### config.mk
export PLATFORM = sky130hd
export DESIGN_NAME = smb_regbank
export DESIGN_NICKNAME = d
export VERILOG_FILES = /design/src/rtl/smb_pkg.sv /design/src/rtl/smb_sync.sv /design/src/rtl/smb_events.sv /design/src/rtl/smb_regfile.sv /design/src/rtl/smb_regbank.sv
export SDC_FILE = /design/constraint.sdc
export NUM_CORES = 1
export LEC_CHECK = 0
export ABC_AREA = 0
export BUFFER_PORTS_ARGS = -buffer_cell sky130_fd_sc_hd__buf_2
export CAP_MARGIN = 5
export CORE_MARGIN = 4
export CORE_UTILIZATION = 41
export CTS_BUF_LIST = sky130_fd_sc_hd__clkbuf_8
export DETAILED_ROUTE_END_ITERATION = 7
export GPL_TIMING_DRIVEN = 0
export PLACE_DENSITY_LB_ADDON = 0.05
export SYNTH_ARGS = -nofsm -noshare
export SYNTH_HDL_FRONTEND = slang
export SYNTH_SLANG_ARGS = --single-unit
### constraint.sdc
create_clock -name clk -period 2.3 [get_ports clk]
set_clock_uncertainty 0.1 [all_clocks]
set_input_delay 0.46 -clock clk [delete_from_list [all_inputs] [get_ports clk]]
set_output_delay 0.46 -clock clk [all_outputs]
set_load 0.02 [all_outputs]
### src/rtl/smb_pkg.sv
package smb_pkg;

    // Top-level protocol state.
    typedef enum logic [2:0] {
        S_IDLE,
        S_RX,
        S_RXACK,
        S_TX,
        S_TXACK,
        S_WAIT
    } smb_state_e;

    // Which byte of the transaction the receiver is collecting.
    typedef enum logic [2:0] {
        PH_ADDR,
        PH_CMD,
        PH_CNT,
        PH_DATA,
        PH_RDGO
    } smb_phase_e;

endpackage

### src/rtl/smb_sync.sv
// Multi-flop synchroniser for one bus line; also returns the sample one
// stage older so edges can be found downstream.
module smb_sync #(
    parameter int STAGES = 2
) (
    input  logic clk,
    input  logic rst_n,
    input  logic d_i,
    output logic q_o,
    output logic prev_o
);
    logic [STAGES:0] pipe_q;

    always_ff @(posedge clk or negedge rst_n) begin
        if (!rst_n) pipe_q <= '1;
        else        pipe_q <= {pipe_q[STAGES-1:0], d_i};
    end

    assign q_o    = pipe_q[STAGES-1];
    assign prev_o = pipe_q[STAGES];
endmodule

### src/rtl/smb_events.sv
// Bus condition decoder working on synchronised samples.
module smb_events (
    input  logic scl_s,
    input  logic scl_p,
    input  logic sda_s,
    input  logic sda_p,
    output logic scl_rise,
    output logic scl_fall,
    output logic start_ev,
    output logic stop_ev
);
    assign scl_rise = scl_s & ~scl_p;
    assign scl_fall = ~scl_s & scl_p;
    // SDA moving while SCL stays high marks a bus condition.
    assign start_ev = scl_s & scl_p & sda_p & ~sda_s;
    assign stop_ev  = scl_s & scl_p & ~sda_p & sda_s;
endmodule

### src/rtl/smb_regfile.sv
// Bank of 8-bit control registers with one write port and parallel outputs.
module smb_regfile #(
    parameter int NUM_REGS = 3,
    parameter int IDX_W    = 2,
    parameter logic [NUM_REGS*8-1:0] RST_VAL = '1
) (
    input  logic                  clk,
    input  logic                  rst_n,
    input  logic                  wr_en_i,
    input  logic [IDX_W-1:0]      wr_idx_i,
    input  logic [7:0]            wr_data_i,
    output logic [NUM_REGS*8-1:0] regs_o
);
    for (genvar g = 0; g < NUM_REGS; g++) begin : g_reg
        logic [7:0] val_q;
        always_ff @(posedge clk or negedge rst_n) begin
            if (!rst_n)
                val_q <= RST_VAL[g*8 +: 8];
            else if (wr_en_i && (wr_idx_i == IDX_W'(g)))
                val_q <= wr_data_i;
        end
        assign regs_o[g*8 +: 8] = val_q;
    end
endmodule

### src/rtl/smb_regbank.sv
module smb_regbank
    import smb_pkg::*;
#(
    parameter logic [6:0] DEV_ADDR    = 7'h69,
    parameter int         NUM_REGS    = 3,
    parameter logic [NUM_REGS*8-1:0] RST_VAL = 24'hFE_F7_FF,
    parameter int         SKIP_REG    = 2,
    parameter int         SKIP_BIT    = 0,
    parameter int         SYNC_STAGES = 2
) (
    input  logic                  clk,
    input  logic                  rst_n,
    input  logic                  scl_i,
    input  logic                  sda_i,
    output logic                  sda_oe_o,
    output logic [NUM_REGS*8-1:0] regs_o
);
    localparam int PTR_W   = $clog2(NUM_REGS + 1);
    localparam int SKIP_IX = SKIP_REG * 8 + SKIP_BIT;

    typedef struct packed {
        smb_state_e       st;
        smb_phase_e       ph;
        logic [3:0]       nbit;
        logic [7:0]       sh;
        logic             ack;
        logic             blk;
        logic             cnt_pend;
        logic [PTR_W-1:0] ptr;
        logic             oe;
        logic             got_ack;
    } ctl_t;

    localparam ctl_t CTL_RST = '{
        st: S_IDLE, ph: PH_ADDR, nbit: 4'd0, sh: 8'h00, ack: 1'b0,
        blk: 1'b0, cnt_pend: 1'b0, ptr: '0, oe: 1'b0, got_ack: 1'b0
    };

    // ---------------- line sampling ----------------
    logic [1:0] line_in, line_s, line_p;
    assign line_in = {sda_i, scl_i};

    for (genvar g = 0; g < 2; g++) begin : g_line
        smb_sync #(.STAGES(SYNC_STAGES)) u_sync (
            .clk    (clk),
            .rst_n  (rst_n),
            .d_i    (line_in[g]),
            .q_o    (line_s[g]),
            .prev_o (line_p[g])
        );
    end

    logic scl_s, scl_p, sda_s, sda_p;
    assign scl_s = line_s[0];
    assign scl_p = line_p[0];
    assign sda_s = line_s[1];
    assign sda_p = line_p[1];

    logic ev_rise, ev_fall, ev_start, ev_stop;
    smb_events u_events (
        .scl_s    (scl_s),
        .scl_p    (scl_p),
        .sda_s    (sda_s),
        .sda_p    (sda_p),
        .scl_rise (ev_rise),
        .scl_fall (ev_fall),
        .start_ev (ev_start),
        .stop_ev  (ev_stop)
    );

    // ---------------- register bank ----------------
    logic             wr_en;
    logic [PTR_W-1:0] wr_idx;
    logic [7:0]       wr_data;

    smb_regfile #(
        .NUM_REGS (NUM_REGS),
        .IDX_W    (PTR_W),
        .RST_VAL  (RST_VAL)
    ) u_regs (
        .clk       (clk),
        .rst_n     (rst_n),
        .wr_en_i   (wr_en),
        .wr_idx_i  (wr_idx),
        .wr_data_i (wr_data),
        .regs_o    (regs_o)
    );

    function automatic logic [7:0] pick(input logic [PTR_W-1:0] p,
                                        input logic [NUM_REGS*8-1:0] v);
        logic [7:0] b;
        b = 8'hFF;
        for (int k = 0; k < NUM_REGS; k++)
            if (p == PTR_W'(k)) b = v[k*8 +: 8];
        return b;
    endfunction

    // ---------------- protocol engine ----------------
    ctl_t q, d;
    logic [7:0]       nxt_byte;
    logic [PTR_W-1:0] nxt_ptr;
    logic             nxt_cnt;
    logic             bus_idle;

    always_comb begin
        // Next byte to transmit: the count first in block mode, then registers.
        if (q.blk && q.cnt_pend) begin
            nxt_byte = 8'(NUM_REGS);
            nxt_ptr  = q.ptr;
            nxt_cnt  = 1'b0;
        end else begin
            nxt_byte = pick(q.ptr, regs_o);
            nxt_ptr  = (int'(q.ptr) < NUM_REGS) ? q.ptr + PTR_W'(1) : q.ptr;
            nxt_cnt  = q.cnt_pend;
        end

        d       = q;
        wr_en   = 1'b0;
        wr_idx  = q.ptr;
        wr_data = q.sh;

        if (ev_start) begin
            d.st   = S_RX;
            d.ph   = PH_ADDR;
            d.nbit = 4'd0;
            d.oe   = 1'b0;
        end else if (ev_stop) begin
            d.st   = S_IDLE;
            d.nbit = 4'd0;
            d.oe   = 1'b0;
        end else begin
            case (q.st)
                S_RX: begin
                    if (ev_rise && q.nbit != 4'd8) begin
                        d.sh   = {q.sh[6:0], sda_s};
                        d.nbit = q.nbit + 4'd1;
                    end else if (ev_fall && q.nbit == 4'd8) begin
                        d.nbit = 4'd0;
                        d.st   = S_RXACK;
                        d.ack  = 1'b0;
                        case (q.ph)
                            PH_ADDR: begin
                                if (q.sh[7:1] == DEV_ADDR) begin
                                    d.ack = 1'b1;
                                    d.ph  = q.sh[0] ? PH_RDGO : PH_CMD;
                                end
                            end
                            PH_CMD: begin
                                if (q.sh[7]) begin
                                    d.blk      = 1'b0;
                                    d.cnt_pend = 1'b0;
                                    d.ph       = PH_DATA;
                                    if (int'(q.sh[6:0]) < NUM_REGS) begin
                                        d.ack = 1'b1;
                                        d.ptr = q.sh[PTR_W-1:0];
                                    end
                                end else begin
                                    d.blk      = 1'b1;
                                    d.cnt_pend = 1'b1;
                                    d.ptr      = '0;
                                    d.ack      = (q.sh[6:0] == 7'd0);
                                    d.ph       = regs_o[SKIP_IX] ? PH_DATA : PH_CNT;
                                end
                            end
                            PH_CNT: begin
                                d.ack = 1'b1;
                                d.ph  = PH_DATA;
                            end
                            PH_DATA: begin
                                if (int'(q.ptr) < NUM_REGS) begin
                                    wr_en = 1'b1;
                                    d.ack = 1'b1;
                                    d.ptr = q.ptr + PTR_W'(1);
                                end
                            end
                            default: ;
                        endcase
                        d.oe = d.ack;
                    end
                end
                S_RXACK: begin
                    if (ev_fall) begin
                        d.nbit = 4'd0;
                        if (!q.ack) begin
                            d.st = S_WAIT;
                            d.oe = 1'b0;
                        end else if (q.ph == PH_RDGO) begin
                            d.st       = S_TX;
                            d.sh       = nxt_byte;
                            d.ptr      = nxt_ptr;
                            d.cnt_pend = nxt_cnt;
                            d.oe       = ~nxt_byte[7];
                        end else begin
                            d.st = S_RX;
                            d.oe = 1'b0;
                        end
                    end
                end
                S_TX: begin
                    if (ev_rise && q.nbit != 4'd8) begin
                        d.nbit = q.nbit + 4'd1;
                    end else if (ev_fall) begin
                        if (q.nbit == 4'd8) begin
                            d.st = S_TXACK;
                            d.oe = 1'b0;
                        end else begin
                            d.sh = {q.sh[6:0], 1'b0};
                            d.oe = ~q.sh[6];
                        end
                    end
                end
                S_TXACK: begin
                    if (ev_rise) begin
                        d.got_ack = ~sda_s;
                    end else if (ev_fall) begin
                        d.nbit = 4'd0;
                        if (q.got_ack) begin
                            d.st       = S_TX;
                            d.sh       = nxt_byte;
                            d.ptr      = nxt_ptr;
                            d.cnt_pend = nxt_cnt;
                            d.oe       = ~nxt_byte[7];
                        end else begin
                            d.st = S_WAIT;
                            d.oe = 1'b0;
                        end
                    end
                end
                default: ;
            endcase
        end
    end

    always_ff @(posedge clk or negedge rst_n) begin
        if (!rst_n) q <= CTL_RST;
        else        q <= d;
    end

    assign sda_oe_o = q.oe;
    assign bus_idle = (q.st == S_IDLE);
endmodule

* Word level (Yosys, flattened, before mapping)
Cells that the tools add are included.
Cells by class: equality and inequality tests 41, magnitude comparators 2, multiplexer cells 74, $add $sub $neg 2, bitwise logic cells 16, reductions and logical operators 25
Operator list (number):
- 8-bit 2-to-1 mux | 11
- 3-bit 2-to-1 mux | 16
- 12-bit one-hot mux with 4 select lines | 1
- 4-bit != test, second input constant | 11
- 12-bit 2-to-1 mux | 3
- 4-bit 2-to-1 mux | 8
- 2-bit != test, second input constant | 14
- 13-bit AND reduction | 2
- 1-bit 2-to-1 mux | 21
- 10-bit 2-to-1 mux | 2
- 3-bit one-hot mux with 3 select lines | 2
- 6-bit AND reduction | 3
- 3-bit by 2-bit == test with 1-bit output, second input constant | 4
- 3-bit one-hot mux with 4 select lines | 1
- 12-bit AND reduction | 1
- 1-bit NOT | 9
- 9-bit AND reduction | 1
- 2-bit 2-to-1 mux | 4
- 1-bit one-hot mux with 4 select lines | 2
- 8-bit AND reduction | 1
- 4-bit nonzero test | 2
- 1-bit bitwise AND | 7
- 7-bit == test, second input constant | 1
- 7-bit zero test | 1
- other kinds (24) | 32
Storage, ports and cells: word-level logic and storage cells 175, output and inout port bits 25, register bits after elaboration 55

* Longest topological paths before layout
depth after elaboration 12, gate-level depth with buffers 8

* By module
A second synthesis with hierarchy kept.
Unflattened totals: cells, all modules 294, area total of the unflattened synthesis 3148.0 µm²
By module, submodules not included:
- smb_regbank | seq. area each 625.6 µm², area each 2018.2 µm², times used 1, cells an instance 233
- smb_regfile | seq. area each 628.1 µm², area each 939.7 µm², times used 1, cells an instance 51
- smb_sync | seq. area each 78.8 µm², area each 78.8 µm², times used 2, cells an instance 3
- smb_events | seq. area each 0.0 µm², area each 32.5 µm², times used 1, cells an instance 4

* Worst setup path after synthesis
No wires, ideal clock.
path kind flip-flop to flip-flop, start reg q[15] (netlist name), end reg u_regs.g_reg[1].val_q[3], required time 2.075 ns, setup time 0.125 ns, cell stages (with the launch flop) 7, path buffers 0, path slack 0.189 ns, clock period less this slack 2.111 ns, arrival 1.886 ns, path through dfrtp_1 inv_1 ha_1 and3b_1 nand3_1 nor3_2 mux2_2
On the way: word-level cells in the longest chain between the ends 8, elaborated cells between the ends (all ways) 10
Ends and longest elaborated chain:
- start: declaration | RTL line smb_regbank.sv:99 | ctl_t q, d;
- start signal: assignment | RTL line smb_regbank.sv:235 | if (!rst_n) q <= CTL_RST;
- start signal: assignment | RTL line smb_regbank.sv:236 | else q <= d;
- 4-bit == test | RTL line smb_regbank.sv:137 | end else if (ev_fall && q.nbit == 4'd8) begin
- 1-bit logical AND | RTL line smb_regbank.sv:137
- 1-bit 2-to-1 mux | RTL line smb_regbank.sv:137
- 1-bit 2-to-1 mux * | RTL line smb_regbank.sv:134 | if (ev_rise && q.nbit != 4'd8) begin
- 1-bit 2-to-1 mux * | RTL line smb_regbank.sv:132 | case (q.st)
- 1-bit 2-to-1 mux * | RTL line smb_regbank.sv:127 | end else if (ev_stop) begin
- 1-bit 2-to-1 mux * | RTL line smb_regbank.sv:122 | if (ev_start) begin
- 1-bit logical AND * | RTL line smb_regfile.sv:19 | else if (wr_en_i && (wr_idx_i == IDX_W'(g)))
- end signal: assignment | RTL line smb_regfile.sv:18 | val_q <= RST_VAL[g*8 +: 8];
- end signal: assignment | RTL line smb_regfile.sv:20 | val_q <= wr_data_i;
- end: declaration | RTL line smb_regfile.sv:15 | logic [7:0] val_q;
Mark *: on every way between the ends. The rest lies on a longest branch, timed or not. A chain may end at the register's enable or synchronous reset.

* Worst setup path after layout
start reg q[22] (netlist name), end reg q, in the netlist wr_data[0]
On the way: word-level cells in the longest chain between the ends 3, elaborated cells between the ends (all ways) 17
Ends and longest elaborated chain (RTL line):
- 3-bit == test (tied with other cells) | smb_regbank.sv:132
- 4-bit nonzero test (no source line) or 2-bit != test (tied branches)
- 13-bit AND reduction (no source line)
Several ways; a longest one is shown, not always the timed one.

==> results.toml <==
[die]
fp.dieW_um = 94.6
die_y_um = 94.6
initial_utilization = 0.424
ios = 29
row_count = 31
dieArea_um2 = 8950
core_area_um2 = 7250

[synth]
synth_cell_type_count = 59
syn-num-nets = 294
avgSynthCellArea_um2 = 10.7
synth_async_sr_flop_share = 1.00
synth_warnings = 0
synth-xor-area-share = 0.0114
synth.top_cell.area_share = 0.239
yosysTopAreaCell = "dfstp_2"
syn_inst = 288
synth.mux.area_fraction = 0.158
synth.area.top_cells = "dfstp_2, dfrtp_1, mux2_2, mux2_4, nand2_1"
synth_compound_area_frac = 0.149
synth_seq_cells = 55
syn_area_um2 = 3080
synth_edf_count = 0
synth_top_family_by_area = "simple AND/OR/NAND/NOR gates"
yosys.area_share.simple = 0.170
ys.flop_type = "dfstp_2"
synth_fa_ha_area_frac = 0.00814
seq_area_frac_synth = 0.459

[clock_network]
clk_root_buffer_cell = "clkbuf_8"
clock_path_buffers = 2
htree_levels = 2
clkSinkCount = 55
clk-insertion-delay-late_ps = 320
cts_tree = "done"
cts_made_buffers = 5
path_clk_slew_ps = 100

[detailed_routing]
dr.first_iter.drc_count = 98
drc = 0
firstDrtPassIters = 4
ant_nets = 0
vias = 2369
viasPerCell = 5.51
wl_per_cell_um = 17.7
drt_wl_total_um = 7620

[global_routing]
grt_util_all_layers = 0.184
grt_pass1_wl_um = 12700
antenna_found_initial = 0
grt_max_degree = 56
overflow = 0
grt_pass1_vias = 2428

[final_layout]
area_growth_pct = 15.7
antenna_cells = 0
fill_cells = 739
final_area_um2 = 3560
fin_util = 0.491
drive_above_1_share = 0.396
multi_input_area_um2 = 1590
seqCellArea_um2 = 1410
nets = 336

[timing]
drv_slew = 0
setup_viol = 0
setup_slack_ps = 80.4
fmax_mhz = 451
max_slew_margin = 0.504
fin_setup_tns_ps = 0
final.min_clock_period_ps = 2220
hold_violations = 0
period_share = 0.965
worst_slew_pin_slew_ps = 744
rsz0062_at_grt = "false"

[place]
hpwl_um = 5090
dp_slack_ps = -370
postPlaceCellArea_um2 = 3340
gp_congestion = 0.861
port_buffers = 28

[worst_setup_path]
crit_fanout = 8
cp-start-kind = "flop"
r2r-start = "q[22]"
startpoint = "q[22]"
arrival_ps = 2320
required_ps = 2400
path_class = "flop to flop"
crit_path_end_kind = "flop"

[power]
ir_drop_mv = 0.282
p_total_uw = 1920
pwr_density_cell_nw_per_um2 = 539
p_leak_uw = 0.00160

[flow_run]
drv_cap = 0

[worst_hold_path]
hold_class = "primary input to flop"
hold_start = "sda_i"

[outcome]
status = "finished, final reports clean"
## power by group
group          switching (µW)  internal (µW)  leakage (µW)  total, µW
clock                     323            210     0.0000453        533
combinational             136            134      0.000890        270
sequential               88.4           1030      0.000660       1110
## what timing repair did
item	CTS	global route
setup endpoints to repair	31	25
pin swaps	3	2
hold buffers	0	1
hold endpoints to repair	0	5
resized for setup	7	10
buffers inserted	4	1
## routing by layer
layer	track usage	share of wire	up-vias
met4	0.0517	0.019	0
met1	0.244	0.47	1172
li1	-	-	1142
met3	0.0351	0.024	14
met2	0.307	0.48	41
met5	0	0	-
## final timing paths
| path | slack (ps) | end | depth (start not counted) |
|---|---|---|---|
| max in group asynchronous | 1030 | u_regs.g_reg[1].val_q[0] | 3 |
| setup / recovery | 80 | wr_data[0] | 7 |
| setup reg to reg | 80 | wr_data[0] | 7 |
| hold / removal | 130 | g_line[1].u_sync.pipe_q[0] | 1 |
| hold reg to reg | 260 | g_line[1].u_sync.pipe_q[1] | 0 |
| min in group asynchronous | 470 | sda_oe_o | 2 |
## cells in the final DEF (no fill, tap or decap), types with 7 or more instances in the layout
| cell type | count |
|---|---|
| a21oi_1 | 11 |
| buf_2 | 30 |
| clkbuf_1 | 7 |
| dfrtp_1 | 27 |
| dfstp_2 | 28 |
| inv_1 | 9 |
| mux2_2 | 31 |
| mux2_4 | 7 |
| nand2_1 | 26 |
| nor2_1 | 17 |
| nor2b_1 | 7 |
| o21ai_0 | 14 |
| o221ai_1 | 8 |
## state kept, by name (all words and copies together), names as in the netlist
name,flops
q,14
u_regs.g.val_q,24
wr_data,8
wr_idx,2
sda_oe_o,1
g_line.u_sync.pipe_q,6
## cell families (layout without fill, tap and decap cells)
logic type,count (synthesis),in the layout
compound gates,64,64
buf+inv,26,69
mux,41,41
flops,55,55
simple gates,96,96
fa+ha+maj,2,2
xor+xnor,4,4
## synthesized netlist by cell type (6+ instances only)
| cell | n |
|---|---|
| mux2_2 | 31 |
| dfstp_2 | 28 |
| dfrtp_1 | 27 |
| nand2_1 | 27 |
| nor2_1 | 17 |
| o21ai_0 | 14 |
| a21oi_1 | 11 |
| clkbuf_1 | 9 |
| inv_1 | 8 |
| o221ai_1 | 8 |
| mux2_4 | 7 |
| nor2b_1 | 7 |
| nor3_1 | 7 |
| nand3_1 | 6 |
## layout make-up
class	instances	area share
Timing Repair Buffer	35	0.0583
Sequential cell	55	0.396
Inverter	8	0.00844
Clock buffer	5	0.0193
Tap cell	99	0.0348
Clock inverter	3	0.00457
Multi-Input combinational cell	207	0.446
Buffer	18	0.0320
## metrics by stage
step                hold WS, ps  cells
floorplan                  64.4    288
global placement            246    415
detailed placement          247    415
CTS                         130    427
global route                117    430
finish                      134    430
## worst max-delay path, cell delays in order, from the launching register on
cell and delay [ps]:
dfrtp_1 470, or3b_4 420, buf_6 150, nor2_4 80
a22oi_1 90, a311o_1 340, buf_6 160, mux2_4 300
Note: power is estimated with default switching activity, not from simulation.
